===== src/rtl/irq_hold_ctl.sv =====
module irq_hold_ctl #(
  parameter int NREQ = 8,
  localparam int VW = $clog2(NREQ + 1)
) (
  input  logic            clk,
  input  logic            rst,
  input  logic            instr_done,
  input  logic [2:0]      instr_class,
  input  logic            ie_pop,
  input  logic [NREQ-1:0] req_set,
  input  logic [NREQ-1:0] req_mask,
  input  logic [NREQ-1:0] req_prio,
  input  logic            nmi_set,
  output logic            ack,
  output logic [VW-1:0]   ack_vec,
  output logic            ie,
  output logic [NREQ-1:0] req_pend
);
  localparam logic [2:0] C_SYS = 3'd1;
  localparam logic [2:0] C_BRK = 3'd2;
  localparam logic [2:0] C_EN  = 3'd3;
  localparam logic [2:0] C_DIS = 3'd4;
  localparam logic [2:0] C_RET = 3'd5;

  logic hold_q, nmi_q;
  logic [VW-1:0] pick;
  logic [NREQ-1:0] pick_oh;

  wire is_hold = (instr_class == C_SYS) || (instr_class == C_EN) ||
                 (instr_class == C_DIS) || (instr_class == C_RET);
  wire ie_eff = ie && (instr_class != C_BRK);
  wire [NREQ-1:0] elig = req_pend & ~req_mask & {NREQ{ie_eff}};
  wire [NREQ-1:0] elig_hi = elig & req_prio;
  wire [NREQ-1:0] pool = (|elig_hi) ? elig_hi : elig;

  always_comb begin
    pick = '0;
    pick_oh = '0;
    for (int i = NREQ - 1; i >= 0; i--) begin
      if (pool[i]) begin
        pick = VW'(i);
        pick_oh = '0;
        pick_oh[i] = 1'b1;
      end
    end
  end

  wire gate_open = instr_done && !is_hold && !hold_q;
  wire take_nmi = gate_open && nmi_q;
  wire take_mi = gate_open && !nmi_q && (|pool);
  wire [NREQ-1:0] clr = take_mi ? pick_oh : '0;

  always_ff @(posedge clk) begin
    if (rst) begin
      ack      <= 1'b0;
      ack_vec  <= '0;
      ie       <= 1'b0;
      req_pend <= '0;
      hold_q   <= 1'b0;
      nmi_q    <= 1'b0;
    end else begin
      ack      <= take_nmi || take_mi;
      ack_vec  <= take_mi ? pick + VW'(1) : '0;
      req_pend <= (req_pend & ~clr) | req_set;
      nmi_q    <= (nmi_q && !take_nmi) || nmi_set;
      if (instr_done) hold_q <= is_hold;
      if (take_mi) ie <= 1'b0;
      else if (instr_done) begin
        case (instr_class)
          C_EN:    ie <= 1'b1;
          C_DIS:   ie <= 1'b0;
          C_RET:   ie <= ie_pop;
          C_BRK:   ie <= 1'b0;
          default: ie <= ie;
        endcase
      end
    end
  end
endmodule



===== config.mk =====
export PLATFORM = sky130hd
export DESIGN_NAME = irq_hold_ctl
export DESIGN_NICKNAME = d
export VERILOG_FILES = /design/src/rtl/irq_hold_ctl.sv
export SDC_FILE = /design/constraint.sdc
export NUM_CORES = 1
export LEC_CHECK = 0
export CORE_MARGIN = 2
export CORE_UTILIZATION = 55
export CTS_CLUSTER_DIAMETER = 200
export CTS_CLUSTER_SIZE = 20
export DETAILED_ROUTE_END_ITERATION = 16
export DONT_BUFFER_PORTS = 1
export PLACE_DENSITY_LB_ADDON = 0.05
export SYNTH_ARGS = -nofsm -noshare
export SYNTH_HDL_FRONTEND = slang
export SYNTH_SLANG_ARGS = --single-unit

===== constraint.sdc =====
create_clock -name clk -period 2.1 [get_ports clk]
set_input_delay 0.105 -clock clk [delete_from_list [all_inputs] [get_ports clk]]
set_output_delay 0.105 -clock clk [all_outputs]
set_load 0.03 [all_outputs]

[Word-level counts from Yosys, hierarchy flattened]
Index checks and enable logic that the tools add are counted.
Cells by class
  equal/unequal tests: 6
  muxes and demuxes: 19
  reduce and logical (&&, ||, !) cells: 23
  bitwise logic cells: 8
  $add $sub $neg: 1
Operators by type and width (count)
  $mux 8: 10
  $and 8x8->8: 4
  $mux 4: 7
  $not 8->8: 2
  $reduce_or 8->1: 2
  $or 8x8->8: 1
  $logic_and 1x1->1: 7
  $eq 3x2->1 const B: 2
  $eq 3x3->1 const B: 2
  $reduce_or 2->1: 3
  $logic_or 1x1->1: 5
  $add 4x1->4 const B: 1
  $logic_not 1->1: 4
  $eq 3x1->1 const B: 1
  $mux 3: 1
  $ne 3x2->1 const B: 1
  $pmux 1 s3: 1
  $reduce_bool 3->1: 1
  $reduce_and 2->1: 1
  $not 1->1: 1
Storage, ports and cells
  bits of input ports: 32
  logic and storage cells: 63
  register bits after elaboration: 16

[Depth between registers and ports, before layout]
Gate-level depths: netlist (run 1).
  word-level depth: 18
  depth in mapped cells: 9

[Worst setup path after synthesis (run 1)]
Ideal clock, no wire load.
  path type: register to register
  from: reg req_pend[5]
  to: reg ack_vec[1]
  setup time: 0.115 ns
  path slack: -0.159 ns
  period minus slack after synthesis: 2.259 ns
  data required time: 1.985 ns
  cell stages (with the launch flop): 9
  data arrival time: 2.143 ns
  cells stage by stage: dfxtp_1 -> and3b_1 -> and4bb_4 -> a21o_1 -> a2111o_1 -> a21o_1 -> nand2_1 -> ha_1 -> and3_1
Between the ends
  cells in the longest elaborated chain, start to end: 14
RTL lines
  start: declaration: RTL line 17  | output logic [NREQ-1:0] req_pend
  start signal: assignment: RTL line 64  | req_pend <= (req_pend & ~clr) | req_set;
  $and 8x8->8 (*) (2 in a row): RTL line 32  | wire [NREQ-1:0] elig = req_pend & ~req_mask & {NREQ{ie_eff}};
  $and 8x8->8: RTL line 33  | wire [NREQ-1:0] elig_hi = elig & req_prio;
  $reduce_or 8->1: RTL line 34  | wire [NREQ-1:0] pool = (|elig_hi) ? elig_hi : elig;
  $mux 8 (*): RTL line 34
  $mux 3: RTL line 40  | if (pool[i]) begin
  $mux 4 (7 in a row): RTL line 40
  $add 4x1->4: RTL line 63  | ack_vec <= take_mi ? pick + VW'(1) : '0;
  end signal: assignment: RTL line 63
  end: declaration: RTL line 15  | output logic [VW-1:0] ack_vec,
Mark *: on every way between the ends. The rest lies on a longest branch, timed or not.
A chain may end at the register's enable or synchronous reset.

[Worst setup path in the final report (run 1)]
  from: reg req_pend[4]
  to: reg ack_vec[2]
The elaborated chain is that of the path after synthesis.

==> results of run 1 <==
## critical path, delay by kind of cell, from the launching register on
| kind | cells | cell delay, ns |
|---|---|---|
| AOI/OAI and AO/OA | 4 | 0.69 |
| and+or+nand+nor | 4 | 0.64 |
| DFF | 1 | 0.35 |
| buffers and inverters | 1 | 0.16 |
| adders and majority gates | 1 | 0.17 |
## stage by stage
stage	worst slack, ns	hold slack, ns
CTS	0.00876	0.0176
detailed placement	-0.0158	0.171
floorplan	0.00205	0.222
global placement	-0.0244	0.170
global route	-0.0859	0.0283
finish	0.00829	0.0161
## final cells by class
class                      count  area (sq um)
clock buffer                   4          36.3
tap                           27          33.8
timing repair buffer          40           330
multi-input combinational    109           798
inverter                       5          18.8
fill                         137           369
sequential                    16           335
## per-layer routing
| metal | GRT usage | up-vias | part of all wire |
|---|---|---|---|
| met5 | 0 | - | 0 |
| met4 | 0.0714 | 0 | 0.022 |
| met3 | 0.0494 | 10 | 0.060 |
| met2 | 0.525 | 58 | 0.50 |
| met1 | 0.360 | 579 | 0.42 |
| li1 | - | 584 | - |
## logic make-up (layout without fill, tap and decap cells)
logic type	Yosys count	in the layout	synth area share
buffers and inverters	7	49	0.0241
adders and majority gates	1	1	0.0115
DFF	16	16	0.294
AOI/OAI and AO/OA	45	45	0.330
and+or+nand+nor	63	63	0.341
## sequential cells by signal, summed over array words and instances (netlist names)
name	flops
req_pend	8
hold_q	1
ie	1
ack_vec	4
nmi_q	1
ack	1
## power breakdown
part / internal [mW] / switching (mW) / total (mW)
logic: 0.104 / 0.116 / 0.220
registers: 0.319 / 0.0114 / 0.331
clock network: 0.106 / 0.110 / 0.216
total: 0.530 / 0.237 / 0.767
## worst max path at each step
stage,startpoint,to,slack (ns),cells past startpoint
final,req_pend[4]$_SDFF_PP0_,ack_vec[2]$_SDFF_PP0_,0.008,10
after detailed placement,req_pend[4]$_SDFF_PP0_,ack_vec[2]$_SDFF_PP0_,-0.02,10
after global placement,req_pend[4]$_SDFF_PP0_,ack_vec[2]$_SDFF_PP0_,-0.02,10
after global routing,req_pend[2]$_SDFF_PP0_,ack_vec[2]$_SDFF_PP0_,-0.09,11
after CTS,req_pend[5]$_SDFF_PP0_,ack_vec[2]$_SDFF_PP0_,0.009,9
after floorplan,req_pend[2]$_SDFF_PP0_,ack_vec[1]$_SDFF_PP0_,0.002,8
## repair_timing
item / 4_1_cts / 5_1_grt
pin swaps: 8 / 9
hold endpoints to repair: 12 / 0
cloned: 0 / 0
resized for setup: 6 / 6
hold buffers: 12 / 0
buffers inserted: 3 / 2
setup endpoints to repair: 1 / 3
## layout by cell type (no fill, tap or decap), types with 2 or more instances in the layout
cell and instances:
nand3_1 5, a2bb2oi_2 2, dfxtp_2 6, a211oi_1 2, dlygate4sd3_1 12, a21oi_1 7
nand2b_1 2, nand2_1 9, and3b_1 2, clkbuf_4 3, nand3b_1 7, o211ai_1 3
inv_1 5, o211a_1 3, nor2b_1 3, dfxtp_4 2, nor2_1 19, buf_4 28
o21bai_1 2, and2b_2 2, a21o_1 2, o21ai_0 4, dfxtp_1 8
==> impl_results.md, run 1 <==
* Layout cells sized above 1 at 0.351
* Crit-path cells: and3b_1, or2_4, nor3_2, buf_4, o211ai_1, o2111ai_2, nand2_1, ha_4, a211o_1, a21boi_1
* DP HPWL at 2350 microns
* Synth async-reset ratio at 0
* Mapped Cells at 132
* Synth top area cells: dfxtp_1, nor2_1, nand3b_1
* Antenna violations before repair at 0
* TritonRoute pass-1 iters at 4
* Largest net degree at the start of global routing at 13
* Synth cell count leaders: nor2_1, dfxtp_1, nand2_1
* Worst EP required at 2.34 ns
* Top-area cell type share of the netlist area at 0.294
* Area delta synth->final at 42.5%
* Worst skew pair latency at 0.30 ns
* Hold Crit Start: req_set[7]
* Post-route cell area at 0.00155 sq mm
* Slowest stage delay, CP at 0.35 ns
* Slew HR at 0.676
* Core Box Area at 0.00192 sq mm
* Avg Cell Area, Syn at 8.26 sq um
* Worst setup SP type: flip-flop
* MaxCap Viol Count at 0
* Setup violators final at 0
* Leak at 0.671 nW
* Depth of the worst hold-timing path at 2
* Placed insts at 180
* IO Port Bufs at 0
* Worst-Margin Slew at 0.485 ns
* Fmax at 478 MHz
* Synthesized area at 0.00109 sq mm
* Initial core utilization at 0.567
* Hold endpoint: req_pend[7]$_SDFF_PP0_
* All-Layer GR Usage at 0.291
* Ys flop type: dfxtp_1
* Total CTS buffers at 3
* Design Power at 767 uW
* Bufs on Longest Clock Path at 2
* Synth cell types at 52
* Crit path DAT at 2.33 ns
* Vias at 1,231
* Final Hold Fails at 0
* Core Rows at 16
* Full die area at 0.00235 sq mm
* Max Slew Vio Count at 0
* Setup CP Type: reg2reg
* First-pass GRT wire length at 5420 microns
* EDFF count, synth at 0
* Synthesized flop and latch total at 16
* Hold WC Path Type: in2reg
* # IOs at 46
* Tcrit/Tclk final at 0.996
* Reg2reg start: req_pend[4]$_SDFF_PP0_
* Worst Skew at 0.00522 ns
* Vias in the first global route at 1,225
* RSZ-0062 raised after global routing: true
* DRC at 0
* CP endpoint kind: flip-flop
* Die width at 48.5 microns
* Mapped Nets at 165
* Nets at 208
* Setup TNS at 0 ns
* Diodes inserted at 0
* Peak VDD IR at 432 uV
* Wirelength, routed at 3380 microns
* Final Critical Period at 2.09 ns
* Post-route ant nets at 0
* Utilization after layout at 0.808
* DP Area at 0.00130 sq mm
* Yosys Warn Count at 0
* Max FO, Critical Path at 6
* Routability congestion estimate at 0.888
* Status: complete, no violations
* Reg2Reg Setup Slack at 0.008 ns
* CTS sink count at 16
* Reg-to-reg endpoint: ack_vec[2]$_SDFF_PP0_
* Pwr Density at 494 mW/mm^2
* Crit-path slowest cell: dfxtp_4
* Global route overflow at 0
* Seq/Total Area, Yosys at 0.294
* Number of DRC markers in iteration 0 at 46
* Average wire per standard cell at 16.8 microns
* Clk slew on worst S/H paths at 0.10 ns
* Most common cell in the netlist: nor2_1
* Vias per cell at 6.12
* Worst R2R Path Depth at 10
* H-tree Lvls at 1
* Non-Filler Instances at 201
* Post-synth top area cell: dfxtp_1
* Die height at 48.5 microns
* Root buffer cell: clkbuf_4
* CTS tree: yes
No activity file was read; power rests on OpenSTA's default activity.
==> inputs of run 2 (changes only) <==
--- a/config.mk
+++ b/config.mk
@@ -6,7 +6,7 @@
 export NUM_CORES = 1
 export LEC_CHECK = 0
 export CORE_MARGIN = 2
-export CORE_UTILIZATION = 55
+export CORE_UTILIZATION = 65
 export CTS_CLUSTER_DIAMETER = 200
 export CTS_CLUSTER_SIZE = 20
 export DETAILED_ROUTE_END_ITERATION = 16
==> constraint.sdc (replaced) <==
create_clock -name clk -period 2.7 [get_ports clk]
set_input_delay 0.135 -clock clk [delete_from_list [all_inputs] [get_ports clk]]
set_output_delay 0.135 -clock clk [all_outputs]
set_load 0.03 [all_outputs]
==> run 2 against run 1 <==
- sequential cell count unchanged
- highest routed layer unchanged
- clock skew is 0.0072 ns higher
- count of clock-buffer cells in the layout did not move
- first-iteration DRC count fell by 6.5%
==> impl_results.md, run 2 (same netlist as run 1, synthesis figures left out) <==
* Met2 WL post-DR at 1390 microns
* Design Power at 553 uW
* Setup ws final at 0.224 ns
* Layout cells sized above 1 at 0.168
* First-pass GRT wire length at 4750 microns
* CP endpoint kind: flip-flop
* Vias at 1,129
* Largest net degree at the start of global routing at 11
* Final Critical Period at 2.48 ns
* CTS Hold Buffers Added at 7
* Clk slew on worst S/H paths at 0.10 ns
* H-tree Lvls at 1
* Setup violators final at 0
* Setup CP Type: reg2reg
* Status: complete, no violations
* Final Hold Fails at 0
* CTS sink count at 16
* Depth of the worst hold-timing path at 1
* Full die area at 0.00202 sq mm
* Bufs on Longest Clock Path at 2
* Non-Filler Instances at 165
* Pwr Density at 436 mW/mm^2
* Average wire per standard cell at 17.5 microns
* Number of DRC markers in iteration 0 at 43
* Max Slew Vio Count at 0
* Fmax at 404 MHz
* Most common cell after layout, fill and taps aside: nor2_1
* Hold Crit Start: req_set[3]
* Wirelength, routed at 2890 microns
* TritonRoute pass-1 iters at 4
* IO Port Bufs at 0
* Post-route ant nets at 0
* Worst-Margin Slew at 0.500 ns
* Peak VDD IR at 437 uV
* Vias in the first global route at 1,124
* Worst setup SP type: flip-flop
* Worst EP required at 2.92 ns
* Diodes inserted at 0
* Routed wire length on met3 at 303 microns
* Dpl ws at 0.304 ns
* MaxCap Viol Count at 0
* Area delta synth->final at 16.4%
* Core Box Area at 0.00154 sq mm
* Reg2reg start: req_pend[1]$_SDFF_PP0_
* Biggest regs: req_pend (8), ack_vec (4)
* CTS tree: yes
* RSZ-0062 raised after global routing: false
* Top reg by flops: req_pend
* DRC at 0
* Reg-to-reg endpoint: ack_vec[2]$_SDFF_PP0_
* # IOs at 46
* Max FO, Critical Path at 4
* Total CTS buffers at 3
* Tcrit/Tclk final at 0.917
* DP HPWL at 2160 microns
* Post-CTS Setup Inserts at 0
* Leak at 0.550 nW
* Reg2Reg Setup Slack at 0.22 ns
* Die height at 44.9 microns
* Routability congestion estimate at 0.936
* Hold endpoint: req_pend[3]$_SDFF_PP0_
* Vias per cell at 6.84
* Worst skew pair latency at 0.29 ns
* Worst R2R Path Depth at 9
* All-Layer GR Usage at 0.323
* Global route overflow at 0
* Slew HR at 0.658
* Most frequent cells in the layout: nor2_1, dfxtp_1, nand2_1, a21oi_1, buf_4
* Placed insts at 154
* Nets at 183
* Worst Skew at 0.0124 ns
* Fillers at 107
* Core Rows at 14
* Max reg flops at 8
* Antenna violations before repair at 0
* Die width at 44.9 microns
* Setup TNS at 0 ns
* Post-CTS Resized at 0
* Crit path DAT at 2.70 ns
* DRT met1 WL at 1070 microns
* Hold WS at 0.00468 ns
* Root buffer cell: clkbuf_4
* Hold WC Path Type: in2reg
* Initial core utilization at 0.707
* Top Layer Used: met4
## run 2: worst max path at each step
stage | cells after the start | endpoint | slack, ns | startpoint
after floorplan | 8 | ack_vec[1]$_SDFF_PP0_ | 0.44 | req_pend[5]$_SDFF_PP0_
after global placement | 9 | ack_vec[2]$_SDFF_PP0_ | 0.39 | req_pend[1]$_SDFF_PP0_
after detailed placement | 9 | ack_vec[2]$_SDFF_PP0_ | 0.30 | req_pend[1]$_SDFF_PP0_
after CTS | 9 | ack_vec[2]$_SDFF_PP0_ | 0.27 | req_pend[1]$_SDFF_PP0_
after global routing | 9 | ack_vec[2]$_SDFF_PP0_ | 0.07 | req_pend[1]$_SDFF_PP0_
final | 9 | ack_vec[2]$_SDFF_PP0_ | 0.22 | req_pend[1]$_SDFF_PP0_
## run 2: layout make-up
type                       instances  area [sq um]  share of cell area
clock buffer                       4          36.3              0.0286
inverter                           5          18.8              0.0148
multi-input combinational        109           743               0.586
sequential                        16           320               0.252
tap                               16          20.0              0.0158
timing repair buffer              15           130               0.103
## run 2: routing by layer
| metal | global-route usage | up-vias |
|---|---|---|
| met4 | 0.224 | 0 |
| met3 | 0.0720 | 18 |
| met1 | 0.367 | 500 |
| li1 | - | 535 |
| met5 | 0 | - |
| met2 | 0.531 | 76 |
## run 2: worst max-delay path: stages, from the launching register on
cell and delay (ns):
dfxtp_1 0.56, nand3b_1 0.18, and4_2 0.25, a21oi_1 0.21
a2bb2oi_1 0.35, a21oi_1 0.08, o211a_1 0.23, ha_1 0.21
a211o_1 0.22, a21boi_1 0.11
## run 2: power breakdown
part,internal [mW],switching (mW)
combinational,0.0591,0.0756
sequential,0.248,0.0109
clock,0.0821,0.0777
## run 2: metrics by stage
stage          utilization  area [sq um]
2_1_floorplan            -          1090
3_3_place_gp         0.754          1160
3_5_place_dp         0.754          1160
4_1_cts              0.823          1270
5_1_grt              0.823          1270
6_report             0.823          1270
==> inputs of run 3 (changes only) <==
--- a/config.mk
+++ b/config.mk
@@ -5,8 +5,10 @@
 export SDC_FILE = /design/constraint.sdc
 export NUM_CORES = 1
 export LEC_CHECK = 0
+export CELL_PAD_IN_SITES_DETAIL_PLACEMENT = 1
+export CELL_PAD_IN_SITES_GLOBAL_PLACEMENT = 1
 export CORE_MARGIN = 2
-export CORE_UTILIZATION = 65
+export CORE_UTILIZATION = 47
 export CTS_CLUSTER_DIAMETER = 200
 export CTS_CLUSTER_SIZE = 20
 export DETAILED_ROUTE_END_ITERATION = 16
==> run 3 against run 2 <==
- wire length up 14%
- maximum frequency down 0.13%
- register-to-register slack about the same
- non-clock buffer count up 2
- worst hold slack about the same
- core utilization down 23 points
- sequential share of layout area down 0.63 points
- design area up 2.6%
- worst setup slack worse by 0.0032 ns
- count of clock-buffer cells in the layout unchanged
- largest power group unchanged
==> impl_results.md, run 3 (same netlist as run 1, synthesis figures left out) <==
* Vias in the first global route at 1,126
* Area of the multi-input gates at 743 sq um
* Layout cells sized above 1 at 0.172
* Reg2reg start: req_pend[4]$_SDFF_PP0_
* DP HPWL at 2510 microns
* Nets at 185
* Average wire per standard cell at 18.5 microns
* H-tree Lvls at 1
* Setup CP Type: reg2reg
* Diodes inserted at 0
* Reg2Reg Setup Slack at 0.22 ns
* Worst setup SP type: flip-flop
* Worst skew pair latency at 0.29 ns
* Max FO, Critical Path at 6
* Tcrit/Tclk final at 0.918
* DRC at 0
* Peak VDD IR at 245 uV
* Setup violators final at 0
* CTS sink count at 16
* Top reg by flops: req_pend
* Hold WC Path Type: in2reg
* Setup TNS at 0 ns
* CP endpoint kind: flip-flop
* Wirelength, routed at 3310 microns
* Largest net degree at the start of global routing at 12
* Number of DRC markers in iteration 0 at 14
* Routability congestion estimate at 0.843
* Final Hold Fails at 0
* Fillers at 276
* IO Port Bufs at 0
* Worst R2R Path Depth at 7
* Full die area at 0.00272 sq mm
* TritonRoute pass-1 iters at 4
* Post-CTS Setup Inserts at 0
* Die width at 52.2 microns
* Total CTS buffers at 3
* Max Slew Vio Count at 0
* Slew HR at 0.663
* Fmax at 403 MHz
* Most common cell after layout, fill and taps aside: nor2_1
* Die height at 52.2 microns
* Reg-to-reg endpoint: req_pend[1]$_SDFF_PP0_
* MaxCap Viol Count at 0
* Core Rows at 17
* Antenna violations before repair at 0
* Core Box Area at 0.00221 sq mm
* Setup ws final at 0.221 ns
* Hold endpoint: ie$_SDFFE_PP0P_
* Status: complete, no violations
* Bufs on Longest Clock Path at 2
* Worst EP required at 2.89 ns
* Post-CTS Resized at 0
* Area delta synth->final at 19.4%
* Global route overflow at 0
* Post-route cell area at 0.00130 sq mm
* RSZ-0062 raised after global routing: false
* Vias at 1,132
* Most frequent cells in the layout: nor2_1, dfxtp_1, nand2_1, buf_4
* # IOs at 46
* Leak at 0.559 nW
* Root buffer cell: clkbuf_4
* All-Layer GR Usage at 0.256
* Final Critical Period at 2.48 ns
* Hold Crit Start: instr_done
* Biggest regs: req_pend (8), ack_vec (4)
* Reg area at 320 sq um
* Max reg flops at 8
* Worst-Margin Slew at 0.504 ns
* Initial core utilization at 0.493
* CTS tree: yes
* Pwr Density at 432 mW/mm^2
* DP Area at 0.00118 sq mm
* Crit path DAT at 2.67 ns
* Depth of the worst hold-timing path at 2
* First-pass GRT wire length at 5180 microns
* Vias per cell at 6.32
* Dpl ws at 0.396 ns
* Clk slew on worst S/H paths at 0.10 ns
* Post-route ant nets at 0
* Worst Skew at 0.00299 ns
[run 3: cell count changes in the layout (fill, tap and decap cells not counted)]
cell,delta
buf_4,+1
dlygate4sd3_1,+1
[run 3: area by class of cell]
type / instances / area share
repair buffers: 17 / 0.113
inverters: 5 / 0.0144
well taps: 28 / 0.0269
multi-input cells: 109 / 0.571
flip-flops and latches: 16 / 0.246
clock buffers: 4 / 0.0279
[run 3: how the worst max path moves through the flow]
stage	start	to	cells past startpoint
after global routing	req_pend[4]$_SDFF_PP0_	req_pend[1]$_SDFF_PP0_	7
final	req_pend[4]$_SDFF_PP0_	req_pend[1]$_SDFF_PP0_	7
after CTS	req_pend[4]$_SDFF_PP0_	req_pend[1]$_SDFF_PP0_	7
after floorplan	req_pend[5]$_SDFF_PP0_	ack_vec[1]$_SDFF_PP0_	8
after detailed placement	req_pend[4]$_SDFF_PP0_	ack_vec[2]$_SDFF_PP0_	9
after global placement	req_pend[4]$_SDFF_PP0_	ack_vec[2]$_SDFF_PP0_	9
[run 3: routing by layer]
metal  up-vias  share of wire  track usage
li1        538              -            -
met1       559           0.44        0.304
met2        30           0.50        0.485
met3         5          0.043       0.0259
met4         0         0.0097       0.0641
met5         -              0            0
[run 3: repair_timing]
item                       CTS  global route
hold endpoints to repair    11             1
hold buffers                 7             1
setup endpoints to repair    0             0
[run 3: worst max-delay path, cell delays in order, from the launching register on]
cell,delay [ns]
dfxtp_1,0.32
and3b_1,0.16
or2_1,0.27
nor3_2,0.42
o211ai_1,0.24
o31ai_1,0.30
a21oi_1,0.10
dlygate4sd3_1,0.58
[run 3: where the power goes]
| part | internal, mW | total, mW | switching, mW | leakage, nW |
|---|---|---|---|---|
| registers | 0.248 | 0.256 | 0.00857 | 0.132 |
| clock network | 0.0821 | 0.162 | 0.0803 | 0.0210 |
| logic | 0.0614 | 0.144 | 0.0822 | 0.406 |
[run 3: metrics by stage]
step / utilization / power, mW / hold WS, ns / instances
after floorplan: - / 0.359 / 0.252 / 132
after global placement: 0.536 / 0.387 / 0.207 / 167
after detailed placement: 0.536 / 0.391 / 0.208 / 167
after CTS: 0.584 / 0.565 / 0.00283 / 178
after global routing: 0.588 / 0.589 / 0.00120 / 179
final: 0.588 / 0.562 / 0.00479 / 179
